<file path="config.mk">
export PLATFORM = sky130hd
export DESIGN_NAME = pal_lut_top
export DESIGN_NICKNAME = d
export VERILOG_FILES = /design/src/rtl/pal_pkg.sv /design/src/rtl/pal_seq.sv /design/src/rtl/pal_lut.sv /design/src/rtl/pal_lut_top.sv
export SDC_FILE = /design/constraint.sdc
export NUM_CORES = 2
export LEC_CHECK = 0
export ABC_AREA = 1
export ABC_CLOCK_PERIOD_IN_PS = 2950
export BUFFER_PORTS_ARGS = -buffer_cell sky130_fd_sc_hd__buf_2
export CORE_AREA = 2 2 410 616
export DETAILED_ROUTE_END_ITERATION = 10
export DIE_AREA = 0 0 412 618
export PLACE_DENSITY_LB_ADDON = 0.15
export SKIP_CTS_REPAIR_TIMING = 1
export SYNTH_ARGS = -nofsm -noshare
export SYNTH_HDL_FRONTEND = slang
export SYNTH_SLANG_ARGS = --single-unit
</file>
<file path="constraint.sdc">
create_clock -name clk -period 2.95 [get_ports clk]
set_input_delay 0 -clock clk [delete_from_list [all_inputs] [get_ports clk]]
set_output_delay 0 -clock clk [all_outputs]
set_load 0.05 [all_outputs]
</file>
<file path="src/rtl/pal_pkg.sv">
// Package: shared phase type, load-mode codes and the format-to-length rule
// for the palette loader. Assumes 8-bit indices (256-entry table).
package pal_pkg;

    typedef enum logic [1:0] {
        PH_IDLE  = 2'd0,
        PH_LOAD  = 2'd1,
        PH_FRAME = 2'd2,
        PH_DONE  = 2'd3
    } phase_t;

    localparam logic [1:0] LM_BOTH  = 2'b00;
    localparam logic [1:0] LM_PAL   = 2'b01;
    localparam logic [3:0] FMT_DIRECT = 4'd4;

    // Number of palette words a load expects for a given format code.
    function automatic logic [8:0] words_for_code(input logic [3:0] code);
        case (code)
            4'd0, 4'd1, 4'd2: words_for_code = 9'd128;
            4'd3:             words_for_code = 9'd256;
            default:          words_for_code = 9'd16;
        endcase
    endfunction

endpackage

</file>
<file path="src/rtl/pal_seq.sv">
// Sequencer: samples the load mode when enable rises, counts palette words,
// captures the format code from the first word and owns the loaded status.
// Assumes enable stays high for the whole pass; dropping it aborts.
module pal_seq
    import pal_pkg::*;
#(
    parameter int IDX_W = 8
) (
    input  logic             clk,
    input  logic             rst_n,
    input  logic             enable,
    input  logic [1:0]       load_mode,
    input  logic             pal_valid,
    input  logic [3:0]       pal_code,
    input  logic             pal_loaded_clr,
    output logic             pal_ready,
    output logic             pix_ready,
    output logic             wr_en,
    output logic [IDX_W-1:0] wr_addr,
    output logic [3:0]       fmt_code,
    output logic             pal_loaded
);
    localparam int CNT_W = IDX_W + 1;

    phase_t           phase;
    logic [1:0]       mode_q;
    logic [CNT_W-1:0] cnt;
    logic [CNT_W-1:0] need;
    logic [CNT_W-1:0] need_now;
    logic             accept;
    logic             last;

    // Word acceptance and end-of-load detection.
    always_comb begin
        accept   = (phase == PH_LOAD) && pal_valid;
        need_now = (cnt == '0) ? CNT_W'(words_for_code(pal_code)) : need;
        last     = accept && ((cnt + 1'b1) == need_now);
    end

    assign pal_ready = (phase == PH_LOAD);
    assign pix_ready = (phase == PH_FRAME);
    assign wr_en     = accept;
    assign wr_addr   = cnt[IDX_W-1:0];

    // Phase, counter, format and status state.
    always_ff @(posedge clk) begin
        if (!rst_n) begin
            phase      <= PH_IDLE;
            mode_q     <= LM_BOTH;
            cnt        <= '0;
            need       <= '0;
            fmt_code   <= '0;
            pal_loaded <= 1'b0;
        end else if (!enable) begin
            phase      <= PH_IDLE;
            cnt        <= '0;
            pal_loaded <= 1'b0;
        end else begin
            if (mode_q == LM_PAL && pal_loaded_clr && phase != PH_IDLE)
                pal_loaded <= 1'b0;
            case (phase)
                PH_IDLE: begin
                    mode_q <= load_mode;
                    cnt    <= '0;
                    phase  <= (load_mode == LM_PAL || load_mode == LM_BOTH)
                              ? PH_LOAD : PH_FRAME;
                end
                PH_LOAD: begin
                    if (accept) begin
                        cnt <= cnt + 1'b1;
                        if (cnt == '0) begin
                            fmt_code <= pal_code;
                            need     <= need_now;
                        end
                    end
                    if (last) begin
                        pal_loaded <= 1'b1;
                        phase      <= (mode_q == LM_PAL) ? PH_DONE : PH_FRAME;
                    end
                end
                default: phase <= phase;
            endcase
        end
    end

endmodule

</file>
<file path="src/rtl/pal_lut.sv">
// Colour table and registered output stage. Writes one entry per cycle;
// reads with one cycle of latency, or passes the pixel straight through
// when bypass is set. Table contents are not reset.
module pal_lut #(
    parameter int IDX_W = 8,
    parameter int COL_W = 12,
    parameter int PIX_W = 16
) (
    input  logic             clk,
    input  logic             rst_n,
    input  logic             wr_en,
    input  logic [IDX_W-1:0] wr_addr,
    input  logic [COL_W-1:0] wr_data,
    input  logic             rd_en,
    input  logic [PIX_W-1:0] pix,
    input  logic             bypass,
    output logic             out_valid,
    output logic [PIX_W-1:0] out_data
);
    localparam int DEPTH = 1 << IDX_W;

    logic [COL_W-1:0] mem [DEPTH];
    logic [PIX_W-1:0] looked_up;

    // Table write port.
    always_ff @(posedge clk) begin
        if (wr_en)
            mem[wr_addr] <= wr_data;
    end

    // Widen the stored colour to the pixel width.
    generate
        if (PIX_W > COL_W) begin : g_pad
            assign looked_up = {{(PIX_W-COL_W){1'b0}}, mem[pix[IDX_W-1:0]]};
        end else begin : g_trim
            assign looked_up = mem[pix[IDX_W-1:0]][PIX_W-1:0];
        end
    endgenerate

    // Registered result with aligned valid.
    always_ff @(posedge clk) begin
        if (!rst_n) begin
            out_valid <= 1'b0;
            out_data  <= '0;
        end else begin
            out_valid <= rd_en;
            if (rd_en)
                out_data <= bypass ? pix : looked_up;
        end
    end

endmodule

</file>
<file path="src/rtl/pal_lut_top.sv">
// Top: palette loader plus indexed-pixel lookup. The first word of a load
// carries the format code; later words only carry colour.
module pal_lut_top
    import pal_pkg::*;
#(
    parameter int IDX_W  = 8,
    parameter int COL_W  = 12,
    parameter int WORD_W = 16
) (
    input  logic              clk,
    input  logic              rst_n,
    input  logic              enable,
    input  logic [1:0]        load_mode,
    input  logic              pal_valid,
    output logic              pal_ready,
    input  logic [WORD_W-1:0] pal_data,
    input  logic              pal_loaded_clr,
    output logic              pal_loaded,
    output logic [3:0]        fmt_code,
    input  logic              pix_valid,
    output logic              pix_ready,
    input  logic [WORD_W-1:0] pix_data,
    output logic              out_valid,
    output logic [WORD_W-1:0] out_data
);
    logic             wr_en;
    logic [IDX_W-1:0] wr_addr;

    pal_seq #(.IDX_W(IDX_W)) u_seq (
        .clk            (clk),
        .rst_n          (rst_n),
        .enable         (enable),
        .load_mode      (load_mode),
        .pal_valid      (pal_valid),
        .pal_code       (pal_data[WORD_W-1 -: 4]),
        .pal_loaded_clr (pal_loaded_clr),
        .pal_ready      (pal_ready),
        .pix_ready      (pix_ready),
        .wr_en          (wr_en),
        .wr_addr        (wr_addr),
        .fmt_code       (fmt_code),
        .pal_loaded     (pal_loaded)
    );

    pal_lut #(.IDX_W(IDX_W), .COL_W(COL_W), .PIX_W(WORD_W)) u_lut (
        .clk       (clk),
        .rst_n     (rst_n),
        .wr_en     (wr_en),
        .wr_addr   (wr_addr),
        .wr_data   (pal_data[COL_W-1:0]),
        .rd_en     (pix_valid && pix_ready),
        .pix       (pix_data),
        .bypass    (fmt_code == FMT_DIRECT),
        .out_valid (out_valid),
        .out_data  (out_data)
    );

endmodule

</file>
Word-level counts from Yosys, hierarchy flattened
Memory sizes are Yosys's and may differ from the RTL's.
Cells that the tools add are included.

word-level totals
  memories = 1
  output and inout bits = 24
  RAM bits = 3072
  logic and storage cells = 53
  bits in registers = 44
  input port bits = 40

operators by class
  add/subtract/negate cells = 1
  multiplexer cells = 14
  reductions and logical operators = 18
  equal/unequal tests = 11

memory list
  memory     words  width  rd ports  clocked after memory_dff  write ports  RTL line       source
  u_lut.mem  256    12     1         0                         1            pal_lut.sv:22  logic [COL_W-1:0] mem [DEPTH];

operators with widths
  operator             count
  $pmux 9 s2           2
  $mux 9               2
  $mux 16              1
  $add 9x1->9 const B  1
  $eq 9x9->1           1
  $logic_not 9->1      1
  $eq 4x2->1 const B   2
  $reduce_and 2->1     4
  $eq 2x1->1 const B   3
  $mux 1               6
  $logic_and 1x1->1    5
  $eq 4x1->1 const B   1
  $eq 4x3->1 const B   1
  $logic_not 2->1      2
  $logic_not 4->1      1
  $mux 2               2
  $ne 2x1->1 const B   2
  $pmux 2 s2           1
  $reduce_and 4->1     1
  $reduce_bool 2->1    2
  $reduce_or 3->1      1
  $eq 2x2->1 const B   1
  $logic_or 1x1->1     1

Logic depth before layout (Yosys ltp)
  word-level depth = 8
  gate-level depth with buffers = 17
  depth with buffers taken out = 15

Modules after synthesis
Synthesis repeated with hierarchy kept, for this count alone.

unflattened totals
  cell total of the unflattened synthesis = 10783
  area, all modules = 126805.4 sq um

modules (own cells, without submodules)
  module       sequential area each (sq um)  times used  area an instance (sq um)  cells an instance
  pal_lut      92588.8                       1           125220.1                  10537
  pal_seq      540.5                         1           1555.2                    238
  pal_lut_top  0.0                           1           30.0                      8

Worst setup path after synthesis
OpenSTA, ideal clock, no wires.

  path kind = reg2reg
  start point = reg u_seq.phase[0]
  end point = mem u_lut.mem[128][0] (enable)
  arrival time = 2.697 ns
  data required time = 2.570 ns
  buffers on the path = 2
  period minus slack after synthesis = 3.078 ns
  setup time = 0.380 ns
  slack = -0.128 ns
  stages on the path, launching flop included = 9
  cell sequence = dfxtp_1 -> inv_1 -> nor2_1 -> nand2_2 -> clkinv_1 -> buf_2 -> nand2_1 -> clkbuf_1 -> nor2_1

between the ends
  longest elaborated chain between the ends = 4

RTL lines
  item                          RTL line           source
  from (decl)                   pal_seq.sv:25      phase_t phase;
  from (signal assigned)        pal_seq.sv:65      phase <= (load_mode == LM_PAL || load_mode == LM_BOTH)
  from (signal assigned)        pal_seq.sv:78      phase <= (mode_q == LM_PAL) ? PH_DONE : PH_FRAME;
  from (signal assigned)        pal_seq.sv:81      default: phase <= phase;
  $eq 2x1->1                    n/a
  net pal_ready                 pal_lut_top.sv:15  output logic pal_ready,
  $logic_and 1x1->1             pal_seq.sv:35      accept = (phase == PH_LOAD) && pal_valid;
  $mux 1                        pal_lut.sv:27      if (wr_en)
  $mux 1 (not written as such)  pal_lut.sv:28      mem[wr_addr] <= wr_data;
  to (decl)                     pal_lut.sv:22

The timed path passes the listed nets, and every way through them passes these cells.

Final worst setup path
  start point = reg u_seq.cnt[0]
  end point = reg u_seq.need[8]

between the ends
  longest elaborated chain between the ends = 2
  elaborated cells between the ends (all ways) = 3
  classes of those cells = mux (1); reduce/logical (2)

RTL lines
  item                                                         RTL line                      source
  from (decl)                                                  pal_seq.sv:27                 logic [CNT_W-1:0] cnt;
  from (signal assigned)                                       pal_seq.sv:70                 cnt <= cnt + 1'b1;
  $logic_not 9->1 *                                            pal_seq.sv:36, pal_seq.sv:71
  $reduce_and 4->1 (no line) / $mux 9 (equally long branches)  n/a
  to (signal assigned)                                         pal_seq.sv:73                 need <= need_now;
  to (decl)                                                    pal_seq.sv:28                 logic [CNT_W-1:0] need;

Mark *: on every way between the ends. The rest lies on a longest branch, timed or not.
A chain may end at the register's enable or synchronous reset.

==> qor.yml <==
status: "finished clean"
yosysTopAreaCellShare: 0.728
ys_types: 36
io_pins: 64
grt_util_met3: 0.0446
finalNonFillerCells: 14600
setup.worst_path.class: "flop to flop"
cts_num_sinks: 3116
yosys_warnings: 0
grt_util_met2: 0.478
initial_core_util: 0.508
synth_fp_nets: 10800
synth_area_per_cell_um2: 11.8
path_clk_slew_ns: 0.07
hpwl_mm: 229
num_rows: 225
ys.flop_type: "edfxtp_1"
synthCells: 10700
dr.pass1.iters: 6
fp.dieH_um: 618
maxSlewViolCount: 0
synth_edf_count: 3072
synth_area_mm2: 0.127
worst_setup_path_start_kind: "flop"
syn2layout_area_growth_pct: 13.7
core_mm2: 0.249
grt_max_degree: 128
grtUsageMet1: 0.378
gp_congestion: 0.909
drive_gt1_frac: 0.103
synth_largest_area_cell: "edfxtp_1"
irDropWorstVdd_mv: 0.709
cts_tree: "done"
io_buffers: 63
critPathMostFrequentCell: "inv_1"
p_leak_nw: 51.4
crit_fanout: 13
dieWidth_um: 412
cp_slowest_stage_delay_ns: 0.58
first_iter_violations: 9683
arrival_ns: 3.55
routed_via_density: 5.87
cts_buffers: 296
place_ws_ns: 0.0436
fin_skew_ns: 0.0388
hold_path.class: "input port to flop"
max_cap_violations: 0
ant_nets: 0
worstMarginPinSlew_ns: 1.23
fmax_mhz: 361
placed_cells: 14000
critical-path-slowest-cell: "dlygate4sd3_1"
setup_ws_ns: 0.176
grt_overflow: 0
async_flop_share: 0
max-slew-margin-rel: 0.174
route.detailed.drc: 0
fin_crit_ns: 2.77
track_usage: 0.291
cts_max_path_buffers: 4
worstSetupEndpointType: "flop"
final_nets: 11100
fin_util: 0.578
ys_ff_latch: 3116
grt_pass1_wl_mm: 547
post-route-period-util: 0.940
die-area_mm2: 0.255
vias: 85600
path_cells: "inv_1 -> ha_1 -> inv_1 -> nor2_2 -> nand3_1 -> nor3_2 -> o21ai_0 -> dlygate4sd3_1 -> a21oi_1"
synth_area_leaders: "edfxtp_1 (73%), nand3_1 (11%), nand2_1 (9.1%)"
whs_ns: 0.0318
htreeDepth: 5
ys_seq_area_frac: 0.735
top_usage_layer: "met2"
antenna_found_initial: 12
critPathRequiredTime_ns: 3.73
finalHoldViolCount: 0
routedWlPerCell_um: 25.8
finalSetupViolCount: 0
clk_latency_ns: 0.87
cts_root_buffer: "clkbuf_16"
powerDensity_mw_per_mm2: 643
tns_ns: 0
routed_wirelength_mm: 376
grt_pass1_vias: 81600
kinds of logic after synthesis:
logic type | synth area share
AND/OR/NAND/NOR | 0.217
XOR/XNOR | 0.000484
AO/OA/AOI/OAI | 0.0128
buffers and inverters | 0.0341
adder cells (fa/ha/maj) | 0.000395
flip-flops | 0.735
final cells by class:
cell class	count	area, um^2
fill	20400	105000
sequential	3116	93100
multi-input combinational	6725	29300
clock buffer	367	7850
timing repair buffer	769	7480
tap	3291	4120
clock inverter	156	1600
inverter	156	618
antenna	4	10.0
path summary, 6_finish.rpt:
check	to	startpoint	slack, ns	cells after the start
max reg2reg	u_seq.need[8]	u_seq.cnt[0]	0.18	9
min reg2reg	u_seq.need[6]	u_seq.need[6]	0.45	2
max	u_seq.need[8]	u_seq.cnt[0]	0.18	9
min	u_lut.out_data[4]	pix_data[4]	0.03	5
state kept, by name, indices dropped and copies added (netlist names):
name,flops
u_lut.mem,3072
u_lut.out_data,16
u_lut.out_valid,1
u_seq.cnt,9
u_seq.fmt_code,4
u_seq.mode_q,2
u_seq.need,9
u_seq.pal_loaded,1
u_seq.phase,2
routing by layer:
layer / vias up / part of all wire
li1: 38500 / -
met1: 42400 / 0.38
met2: 3859 / 0.49
met3: 793 / 0.079
met4: 10 / 0.056
met5: - / 0.00021
report_power, final:
group	total, mW	internal, mW	switching, mW
sequential	48.6	48.6	0.0142
clock	38.1	21.7	16.4
combinational	5.90	1.57	4.34
cells in the final DEF (no fill, tap or decap), types with 2 or more instances in the layout:
cell type      Yosys  final
clkbuf_1         172     61
inv_2              6      3
nand2_2            4     13
clkinv_8           0      2
clkinv_1           2     56
clkbuf_16          0    303
o21ai_0          217    217
clkbuf_8           0      4
nor3_2             1      2
nor3_1             4      3
nor2_2             3      5
nor3b_1            4      4
a21oi_1           49     49
nand2_1         3061   3052
buf_12             0    127
o211ai_1           5      5
dlygate4sd3_1      0     46
buf_2            308     46
edfxtp_1        3072   3072
buf_4            129    534
clkinv_2           0     47
inv_1            148    147
xor2_1             7      7
dfxtp_1           44     44
o22ai_1           29     29
diode_2            0      4
buf_8              1     15
nor2_1           615    613
bufinv_16          0     31
nand4_1            3      3
clkinvlp_4         0      4
nand3b_1           6      6
inv_6              0     12
nor4_1             4      4
nand3_1         2697   2697
clkinv_4           0      4
ha_1               4      4
o21a_1             5      5
inv_8              0      4
stage by stage:
step	instance area, um^2	power [mW]
CTS	144000	93.0
detailed placement	134000	55.4
global route	144000	94.9
global placement	134000	55.3
floorplan	127000	52.5
finish	144000	92.6
cell usage after synthesis, types with 2 or more instances:
cell and n:
clkbuf_1 172, buf_6 22, nor4_1 4, o22ai_1 29, o211ai_1 5, inv_1 148
nor2_1 615, xor2_1 7, a21oi_1 49, dfxtp_1 44, nand3b_1 6, nor2_2 3
o21a_1 5, nand3_1 2697, ha_1 4, nand2_2 4, nand2_1 3061, nand4_1 3
edfxtp_1 3072, buf_2 308, nor3_1 4, o21ai_0 217, inv_2 6, nor3b_1 4
buf_1 84, buf_4 129, clkinv_1 2
critical path, delay by kind of cell (launching register included):
family,cells,cell delay (ns)
DFF,1,0.39
buffers and inverters,3,0.81
and+or+nand+nor,3,1.09
AOI/OAI and AO/OA,2,0.26
adders and majority gates,1,0.16
(Power assumes the default switching activity.)
